$ cat src/rtl/adc_seq_pkg.sv
package adc_seq_pkg;

   localparam int CHAN_W    = 4;
   localparam int SMP_CNT_W = 5;

   typedef enum logic [1:0] {
      ST_IDLE    = 2'd0,
      ST_SAMPLE  = 2'd1,
      ST_CONVERT = 2'd2
   } seq_state_e;

   // Stored control bits (bit 7 of the register is reserved and not stored)
   typedef struct packed {
      logic              special;   // bit 6
      logic              cont;      // bit 5
      logic              mult;      // bit 4
      logic [CHAN_W-1:0] chan;      // bits 3..0
   } ctrl_reg_t;

   // Sampling phase length in converter clock cycles
   function automatic logic [SMP_CNT_W-1:0] smp_cycles(input logic [2:0] code);
      logic [SMP_CNT_W-1:0] n;
      case (code)
         3'd0:    n = SMP_CNT_W'(4);
         3'd1:    n = SMP_CNT_W'(6);
         3'd2:    n = SMP_CNT_W'(8);
         3'd3:    n = SMP_CNT_W'(10);
         3'd4:    n = SMP_CNT_W'(12);
         3'd5:    n = SMP_CNT_W'(16);
         3'd6:    n = SMP_CNT_W'(20);
         default: n = SMP_CNT_W'(24);
      endcase
      return n;
   endfunction

endpackage

$ cat src/rtl/adc_seq_regif.sv
module adc_seq_regif
   import adc_seq_pkg::*;
#(
   parameter int ADDR_W    = 4,
   parameter int CTRL_ADDR = 5
) (
   input  logic              clk,
   input  logic              rst_n,
   input  logic [ADDR_W-1:0] reg_addr,
   input  logic [7:0]        reg_wdata,
   input  logic              reg_we,
   output logic [7:0]        reg_rdata,
   output logic              ctrl_wr,
   output ctrl_reg_t         ctrl_q,
   output ctrl_reg_t         ctrl_next
);

   localparam logic [ADDR_W-1:0] SEL = ADDR_W'(CTRL_ADDR);

   logic hit;
   ctrl_reg_t wr_val;

   assign hit     = (reg_addr == SEL);
   assign ctrl_wr = reg_we && hit;
   assign wr_val  = ctrl_reg_t'(reg_wdata[6:0]);

   // The sequencer acts on the written value in the same cycle as the write
   assign ctrl_next = ctrl_wr ? wr_val : ctrl_q;

   always_ff @(posedge clk or negedge rst_n) begin
      if (!rst_n) begin
         ctrl_q <= '0;
      end else if (ctrl_wr) begin
         ctrl_q <= wr_val;
      end
   end

   assign reg_rdata = hit ? {1'b0, ctrl_q} : 8'h00;

endmodule

$ cat src/rtl/adc_seq_trig.sv
module adc_seq_trig #(
   parameter bit TRIG_RISING = 1'b1
) (
   input  logic clk,
   input  logic rst_n,
   input  logic ext_trig,
   input  logic trig_en,
   input  logic arm_wr,
   input  logic idle,
   output logic trig_start
);

   logic trig_q;
   logic armed;
   logic edge_seen;

   generate
      if (TRIG_RISING) begin : g_rise
         assign edge_seen = ext_trig && !trig_q;
      end else begin : g_fall
         assign edge_seen = !ext_trig && trig_q;
      end
   endgenerate

   always_ff @(posedge clk or negedge rst_n) begin
      if (!rst_n) begin
         trig_q <= 1'b0;
         armed  <= 1'b0;
      end else begin
         trig_q <= ext_trig;
         if (!trig_en) begin
            armed <= 1'b0;
         end else if (arm_wr) begin
            armed <= 1'b1;
         end
      end
   end

   // A write in the same cycle takes priority: it re-arms and aborts
   assign trig_start = armed && trig_en && edge_seen && idle && !arm_wr;

endmodule

$ cat src/rtl/adc_seq_smptimer.sv
module adc_seq_smptimer
   import adc_seq_pkg::*;
(
   input  logic       clk,
   input  logic       rst_n,
   input  logic       load,
   input  logic [2:0] code,
   output logic       expired
);

   logic [SMP_CNT_W-1:0] cnt;

   always_ff @(posedge clk or negedge rst_n) begin
      if (!rst_n) begin
         cnt <= '0;
      end else if (load) begin
         cnt <= smp_cycles(code) - SMP_CNT_W'(1);
      end else if (cnt != '0) begin
         cnt <= cnt - SMP_CNT_W'(1);
      end
   end

   assign expired = (cnt == '0);

endmodule

$ cat src/rtl/adc_seq_ctrl.sv
module adc_seq_ctrl
   import adc_seq_pkg::*;
#(
   parameter int ADDR_W      = 4,
   parameter int CTRL_ADDR   = 5,
   parameter int SEQ_LEN     = 4,
   parameter bit TRIG_RISING = 1'b1
) (
   input  logic              clk,
   input  logic              rst_n,
   input  logic [ADDR_W-1:0] reg_addr,
   input  logic [7:0]        reg_wdata,
   input  logic              reg_we,
   output logic [7:0]        reg_rdata,
   input  logic              ext_trig,
   input  logic              trig_en,
   input  logic [2:0]        smp_sel,
   input  logic              conv_done,
   output logic              sample_start,
   output logic              conv_start,
   output logic [3:0]        chan_num,
   output logic              chan_special,
   output logic              seq_done
);

   localparam int IDX_W = (SEQ_LEN > 1) ? $clog2(SEQ_LEN) : 1;
   localparam logic [IDX_W-1:0] LAST_IDX = IDX_W'(SEQ_LEN - 1);

   generate
      if (SEQ_LEN < 1 || SEQ_LEN > 256) begin : g_bad_len
         $error("SEQ_LEN out of range");
      end
      if (ADDR_W < 1 || CTRL_ADDR < 0 || CTRL_ADDR >= (1 << ADDR_W)) begin : g_bad_addr
         $error("CTRL_ADDR does not fit in ADDR_W");
      end
      if (SMP_CNT_W < 5) begin : g_bad_cnt
         $error("sample counter too narrow for 24 cycles");
      end
   endgenerate

   ctrl_reg_t  ctrl_q, ctrl_next;
   logic       ctrl_wr;
   logic       trig_start;
   logic       tmr_expired;
   seq_state_e state;
   logic [IDX_W-1:0] idx;
   logic [CHAN_W-1:0] chan_q;
   logic       special_q;

   logic is_last, done_acc, start_seq, step, begin_sample, to_convert, finish;
   logic [CHAN_W-1:0] chan_d;

   adc_seq_regif #(
      .ADDR_W    (ADDR_W),
      .CTRL_ADDR (CTRL_ADDR)
   ) regif_i (
      .clk       (clk),
      .rst_n     (rst_n),
      .reg_addr  (reg_addr),
      .reg_wdata (reg_wdata),
      .reg_we    (reg_we),
      .reg_rdata (reg_rdata),
      .ctrl_wr   (ctrl_wr),
      .ctrl_q    (ctrl_q),
      .ctrl_next (ctrl_next)
   );

   adc_seq_trig #(
      .TRIG_RISING (TRIG_RISING)
   ) trig_i (
      .clk        (clk),
      .rst_n      (rst_n),
      .ext_trig   (ext_trig),
      .trig_en    (trig_en),
      .arm_wr     (ctrl_wr),
      .idle       (state == ST_IDLE),
      .trig_start (trig_start)
   );

   adc_seq_smptimer timer_i (
      .clk     (clk),
      .rst_n   (rst_n),
      .load    (begin_sample),
      .code    (smp_sel),
      .expired (tmr_expired)
   );

   // Next-step decisions; a control write overrides everything else
   always_comb begin
      is_last    = (idx == LAST_IDX);
      done_acc   = !ctrl_wr && (state == ST_CONVERT) && conv_done;
      finish     = done_acc && is_last;
      step       = done_acc && !is_last;
      to_convert = !ctrl_wr && (state == ST_SAMPLE) && tmr_expired;
      start_seq  = (ctrl_wr && !trig_en)
                || trig_start
                || (finish && ctrl_q.cont && !trig_en);
      begin_sample = start_seq || step;
      if (start_seq) begin
         chan_d = ctrl_next.chan;
      end else if (ctrl_q.mult) begin
         chan_d = chan_q + CHAN_W'(1);
      end else begin
         chan_d = chan_q;
      end
   end

   always_ff @(posedge clk or negedge rst_n) begin
      if (!rst_n) begin
         state        <= ST_IDLE;
         idx          <= '0;
         chan_q       <= '0;
         special_q    <= 1'b0;
         sample_start <= 1'b0;
         conv_start   <= 1'b0;
         seq_done     <= 1'b0;
      end else begin
         sample_start <= begin_sample;
         conv_start   <= to_convert;

         if (begin_sample) begin
            state  <= ST_SAMPLE;
            chan_q <= chan_d;
         end else if (ctrl_wr || finish) begin
            state <= ST_IDLE;
         end else if (to_convert) begin
            state <= ST_CONVERT;
         end

         if (start_seq) begin
            idx       <= '0;
            special_q <= ctrl_next.special;
         end else if (step) begin
            idx <= idx + IDX_W'(1);
         end

         if (ctrl_wr) begin
            seq_done <= 1'b0;
         end else if (finish) begin
            seq_done <= 1'b1;
         end
      end
   end

   assign chan_num     = chan_q;
   assign chan_special = special_q;

endmodule

$ cat config.mk
export PLATFORM = sky130hd
export DESIGN_NAME = adc_seq_ctrl
export DESIGN_NICKNAME = d
export VERILOG_FILES = /design/src/rtl/adc_seq_pkg.sv /design/src/rtl/adc_seq_regif.sv /design/src/rtl/adc_seq_trig.sv /design/src/rtl/adc_seq_smptimer.sv /design/src/rtl/adc_seq_ctrl.sv
export SDC_FILE = /design/constraint.sdc
export NUM_CORES = 1
export LEC_CHECK = 0
export ABC_AREA = 1
export ABC_CLOCK_PERIOD_IN_PS = 1900
export BUFFER_PORTS_ARGS = -buffer_cell sky130_fd_sc_hd__buf_4
export CAP_MARGIN = 30
export CORE_MARGIN = 2
export CORE_UTILIZATION = 52
export CTS_CLUSTER_SIZE = 24
export DETAILED_ROUTE_END_ITERATION = 12
export PLACE_DENSITY_LB_ADDON = 0.3
export SYNTH_ARGS = -nofsm -noshare
export SYNTH_HDL_FRONTEND = slang
export SYNTH_SLANG_ARGS = --single-unit
$ cat constraint.sdc
create_clock -name clk -period 1.9 [get_ports clk]
set_input_delay 0.095 -clock clk [delete_from_list [all_inputs] [get_ports clk]]
set_output_delay 0.095 -clock clk [all_outputs]
set_load 0.01 [all_outputs]
# After elaboration in Yosys (flattened, before gate mapping)
# Index checks and enable logic that the tools add are counted.
dict set report totals {
  regBits 26
  inputBits 21
  output_inout_bits 16
  elab_cells 79
}
dict set report op_classes {
  add_sub_neg 4
  n_eq_ne 11
  mux 17
  reduce_logical 33
}
# cell count
set ops {}
lappend ops {{5-bit one-hot mux with 7 select lines} 1}
lappend ops {{1-bit logical AND} 15}
lappend ops {{5-bit two-way mux} 3}
lappend ops {{7-bit two-way mux} 2}
lappend ops {{2-bit two-way mux} 5}
lappend ops {{5-bit by 1-bit subtractor with 5-bit output (second input constant)} 2}
lappend ops {{3-bit equality test (second input constant)} 3}
lappend ops {{4-bit two-way mux} 2}
lappend ops {{2-bit nonzero test} 4}
lappend ops {{3-bit by 2-bit equality test with 1-bit output (second input constant)} 2}
lappend ops {{5-bit zero test} 1}
lappend ops {{5-bit nonzero test} 1}
lappend ops {{4-bit by 1-bit adder with 4-bit output (second input constant)} 1}
lappend ops {{2-bit equality test (second input constant)} 2}
lappend ops {{4-bit by 3-bit equality test with 1-bit output (second input constant)} 1}
lappend ops {{1-bit zero test} 4}
lappend ops {{1-bit logical OR} 4}
lappend ops {{1-bit two-way mux} 4}
lappend ops {{3-bit by 1-bit equality test with 1-bit output (second input constant)} 1}
lappend ops {{3-bit zero test} 1}
lappend ops {{3-bit nonzero test} 1}
lappend ops {{2-bit by 1-bit adder with 2-bit output (second input constant)} 1}
lappend ops {{2-bit by 1-bit equality test with 1-bit output (second input constant)} 1}
lappend ops {{2-bit zero test} 1}
lappend ops {{2 further kinds} 2}

# Logic depth before layout (Yosys ltp)
dict set report depth {
  depth_word 13
  depth_mapped 14
  depth_no_buf 14
}

# Cells and area by module
# From an unflattened synthesis, not the netlist that was laid out.
dict set report hier_totals {
  cells_unflattened 197
  area_unflattened_um2 1529.0
}
# mod n_inst cells_per_inst area_per_inst_um2 seq_area_each_um2
set modules_own_cells {}
lappend modules_own_cells {adc_seq_ctrl 1 85 686.9 300.3}
lappend modules_own_cells {adc_seq_regif 1 51 395.4 175.2}
lappend modules_own_cells {adc_seq_smptimer 1 50 360.3 125.1}
lappend modules_own_cells {adc_seq_trig 1 11 86.3 50.0}

# Worst setup path after synthesis
# OpenSTA, ideal clock, no wires.
dict set report synth_path {
  path_kind {register to register}
  startpoint {reg idx[0]}
  endpoint {reg timer_i.cnt[2]}
  setup_ns 0.119
  arrival_time_ns 1.631
  required_time_ns 1.781
  slack_ns 0.151
  stages_incl_launch_ff 11
  n_path_buf 0
  synth_period_minus_slack_ns 1.749
  cell_sequence {dfrtp_1 -> ha_1 -> nand3b_4 -> nand3_4 -> nand2_1 -> nand2_1 -> inv_1 -> ha_1 -> inv_1 -> nor2_2 -> o21a_1}
}
dict set report synth_between {
  elab_chain_cells 7
  elab_cells_between_ends 10
  cone_classes {eq/ne (1); mux (1); reduce/logical (8)}
}
# element line
set synth_rtl {}
lappend synth_rtl {{from (decl)} adc_seq_ctrl.sv:46} ;# logic [IDX_W-1:0] idx;
lappend synth_rtl {{from (signal assigned)} adc_seq_ctrl.sv:134} ;# idx <= idx + IDX_W'(1);
lappend synth_rtl {{2-bit equality test (*)} adc_seq_ctrl.sv:90} ;# is_last = (idx == LAST_IDX);
lappend synth_rtl {{1-bit logical AND} adc_seq_ctrl.sv:92} ;# finish = done_acc && is_last;
lappend synth_rtl {{1-bit logical AND (2 in a row)} adc_seq_ctrl.sv:97} ;# || (finish && ctrl_q.cont && !trig_en);
lappend synth_rtl {{1-bit logical OR} adc_seq_ctrl.sv:97}
lappend synth_rtl {{1-bit logical OR (*)} adc_seq_ctrl.sv:98} ;# begin_sample = start_seq || step;
lappend synth_rtl {{net begin_sample} adc_seq_ctrl.sv:50} ;# logic is_last, done_acc, start_seq, step, begin_sample, to_convert, finish;
lappend synth_rtl {{5-bit two-way mux or 2-bit nonzero test (tied branches)} --}
lappend synth_rtl {{to (signal assigned)} adc_seq_smptimer.sv:17} ;# cnt <= smp_cycles(code) - SMP_CNT_W'(1);
lappend synth_rtl {{to (signal assigned)} adc_seq_smptimer.sv:19} ;# cnt <= cnt - SMP_CNT_W'(1);
lappend synth_rtl {{to (decl)} adc_seq_smptimer.sv:11} ;# logic [SMP_CNT_W-1:0] cnt;
# Mark *: on every way through the listed nets, which the timed path passes. The rest lies on a longest branch.
# A chain may end at the register's enable or synchronous reset.

# Final worst setup path
dict set report layout_path {
  startpoint {reg idx[0]}
  endpoint {reg timer_i.cnt[4]}
}
dict set report layout_between {
  elab_chain_cells 7
  elab_cells_between_ends 10
  cone_classes {eq/ne (1); mux (1); reduce/logical (8)}
}
# element line
set layout_rtl {}
lappend layout_rtl {{2-bit equality test (*)} adc_seq_ctrl.sv:90}
lappend layout_rtl {{1-bit logical AND} adc_seq_ctrl.sv:92}
lappend layout_rtl {{1-bit logical AND (2 in a row)} adc_seq_ctrl.sv:97}
lappend layout_rtl {{1-bit logical OR} adc_seq_ctrl.sv:97}
lappend layout_rtl {{1-bit logical OR (*)} adc_seq_ctrl.sv:98}
lappend layout_rtl {{5-bit two-way mux or 2-bit nonzero test (tied branches)} --}
# Every way passes the cells marked *; elsewhere a longest branch is shown, timed or not.

==> run metrics <==
Logic pwr share=44.4%; Clk Latency, worst-skew pair=0.32 ns; R2R Setup Slk=0.11 ns; Clock Skews=0.01067 ns; Vias=1245; Crit path arrival time=~2.0 ns; mux contribution to synthesized area=0%; Detail Route Antenna Nets=0; gr usage total=19.43%; Final min period=1.790 ns; outcome=complete, no violations; fin nets=245; cts bufs inserted=3; f_max=about 560 MHz; Fin. Hold Viols=0; Final setup viols=0; worst hold path depth=3; WL final=2958 µm; starting density of the core=56.20%; CTS Sinks=26; final instance area=1827 µm²; Synth Area in Adders=2.648%; Synth area leaders=dfrtp_1 46%, nand2_1 9.8%, inv_1 7.9%; post-synth cell types=25; area delta synth->final=28.86%; final worst-path cycle share=94.22%; Worst Path Max Fanout=4; Hold Path End=trig_i.armed$_DFFE_PN0P_; post-synth top area share=45.90%; synthesized instance count=174; WS Path Type=register to register; P per Cell Area=1116 nW/µm²; Die W=56.21 µm; Async S/R FF share, synth=100.0%; Final Slew Violations=0; Reg power frac=between 40 and 50%; synthesized area per cell=8.147 µm²; fraction of the yosys area taken by sequential cells=45.90%; Ant. Diodes=0; initial antenna violation count=0; Post-Syn Area=1418 µm²; global route total overflow=0; Post-DP HPWL=~2300 µm; post-synth net total=198; I/O pin count=37; Layout fillers=196; reg2reg end=timer_i.cnt[4]$_DFFE_PN0P_; CTS tree=yes; DP Area=1705 µm²; peak supply drop=0.7265 mV; post-synth top area cell=dfrtp_1; Die H=56.21 µm; final RePlAce weighted congestion=0.8335; vias per std cell=~5; Compound-Gate Fraction of Synth Area=7.237%; Power Total=between 2 and 2.5 mW; Worst R2R Start=idx[0]$_DFFE_PN0N_; largest family of logic cells by synthesized area=simple AND/OR/NAND/NOR gates; largest net degree at the start of global routing=27; Max clock buf depth=2; Synth Register Bits=26; Reg clk slew, reported paths=roughly 0.14 ns; sw frac=37.58%; Synth Area in Simple Gates=32.39%; Clock Tree Root=clkbuf_4; most common cell in the synthesized netlist=nand2_1; PortBufs=34; first-pass detailed-route iteration total=4; endpoint type of the worst setup path=register; number of synthesized flops with an enable pin=0; worst min path class=input port to register; row cnt=18; FF-to-FF path depth=10; die footprint=3160 µm²; detailed-route DRC error count=0; Syn. warnings=0; hold wc startpoint=trig_en; vias in the first global route=1204; Synth Area in XOR/XNOR=2.471%; clock network fraction of total power=roughly an eighth; Pleak=about 0.97 nW; WL/cell=11.83 µm; Synth Flop Type=dfrtp_1; CP startpoint kind=register; core area=2522 µm²; H-tree depth=1; cell-internal power=1.273 mW; layout cells sized above 1=27.27%; first-pass GRT wire length=4871 µm; Synth top cells by count=37 x nand2_1, 30 x inv_1, 26 x dfrtp_1; max-cap viol count=0; Worst EP required=2.15 ns; Psw=0.7661 mW; DR iter-0 viols=53
## final cells by class
class	count	area, µm²	area share [%]
Multi-Input combinational cell	115	645.6	35.34
Timing Repair Buffer	44	340.3	18.63
Clock buffer	4	36.28	1.986
Tap cell	30	37.54	2.055
Sequential cell	26	650.6	35.62
Inverter	31	116.4	6.370
## power groups by stage
stage | clock network (mW) | registers, mW | logic, mW
after global placement | 0 | 0.863 | 0.800
after global routing | 0.299 | 0.888 | 1.01
final | 0.271 | 0.863 | 0.905
after CTS | 0.282 | 0.861 | 0.879
after floorplan | 0 | 0.884 | 0.537
after detailed placement | 0 | 0.876 | 0.859
## registers in the layout, indices dropped and copies added (netlist names)
name            flops
timer_i.cnt         5
state               2
regif_i.ctrl_q      7
trig_i.armed        1
idx                 2
trig_i.trig_q       1
chan_num            4
conv_start          1
seq_done            1
chan_special        1
sample_start        1
## critical path: stages (launching register included)
cell	delay, ns
dfrtp_1	0.42
ha_1	0.26
nand3b_4	0.21
nand4_1	0.11
nand2_2	0.07
inv_1	0.07
ha_2	0.20
inv_1	0.06
nor2_2	0.10
nand3_1	0.08
a21oi_1	0.14
## kinds of logic (layout without fill, tap and decap cells)
logic type                 after synthesis  count (layout)
xor gates and xnor gates                 4               4
buffers and inverters                   33              79
adders and majority gates                3               3
other                                    1               1
DFF                                     26              26
AOI/OAI and AO/OA                       18              18
and+or+nand+nor                         89              89
## layer usage
metal	vias up	global-route usage, %	share of wire, %
li1	634	-	-
met1	552	22.46	42
met2	48	33.95	49
met3	11	2.791	5.2
met4	0	11.22	3.1
met5	-	0	0
## through the flow
step | worst slack, ns | hold WS, ns | TNS, ns | std cells | utilization [%]
after global placement | 0.1086 | 0.01210 | 0 | 237 | 67.61
after CTS | 0.04239 | 0.009442 | 0 | 247 | 71.23
after floorplan | 0.1506 | -0.2006 | 0 | 174 | -
final | 0.1098 | 0.02276 | 0 | 250 | 72.42
after detailed placement | 0.01458 | 0.01414 | 0 | 237 | 67.61
after global routing | -0.001330 | 0.02919 | -0.001330 | 250 | 72.42
## how the worst max path moves through the flow
stage / from / end / depth (start not counted)
3_5_place_dp: idx[0]$_DFFE_PN0N_ / timer_i.cnt[2]$_DFFE_PN0P_ / 10
4_1_cts: state[0]$_DFFE_PN0P_ / timer_i.cnt[2]$_DFFE_PN0P_ / 12
5_1_grt: state[0]$_DFFE_PN0P_ / timer_i.cnt[4]$_DFFE_PN0P_ / 12
6_report: idx[0]$_DFFE_PN0N_ / timer_i.cnt[4]$_DFFE_PN0P_ / 10
3_3_place_gp: idx[0]$_DFFE_PN0N_ / timer_i.cnt[2]$_DFFE_PN0P_ / 10
2_1_floorplan: idx[0]$_DFFE_PN0N_ / timer_i.cnt[2]$_DFFE_PN0P_ / 10
## cell usage in the layout (no fill, tap or decap), types with 2 or more instances in the layout
cell type      count
a21oi_1            4
buf_4             40
clkbuf_4           3
dfrtp_1           26
dlygate4sd3_1      4
ha_1               2
inv_1             30
nand2_1           35
nand2_2            4
nand3_1           12
nand3_4            2
nand4_1            5
nor2_1            22
nor2_2             3
nor2_4             2
o211ai_1           4
o21ai_0            9
xor2_1             3
## what timing repair did
| action | 4_1_cts | 5_1_grt |
|---|---|---|
| buffers inserted | 2 | 3 |
| hold buffers | 4 | 0 |
| endpoints found under the hold margin | 29 | 0 |
| resized for setup | 0 | 3 |
| pin swaps | 0 | 7 |
| setup endpoints to repair | 1 | 2 |
(Power assumes the default switching activity.)
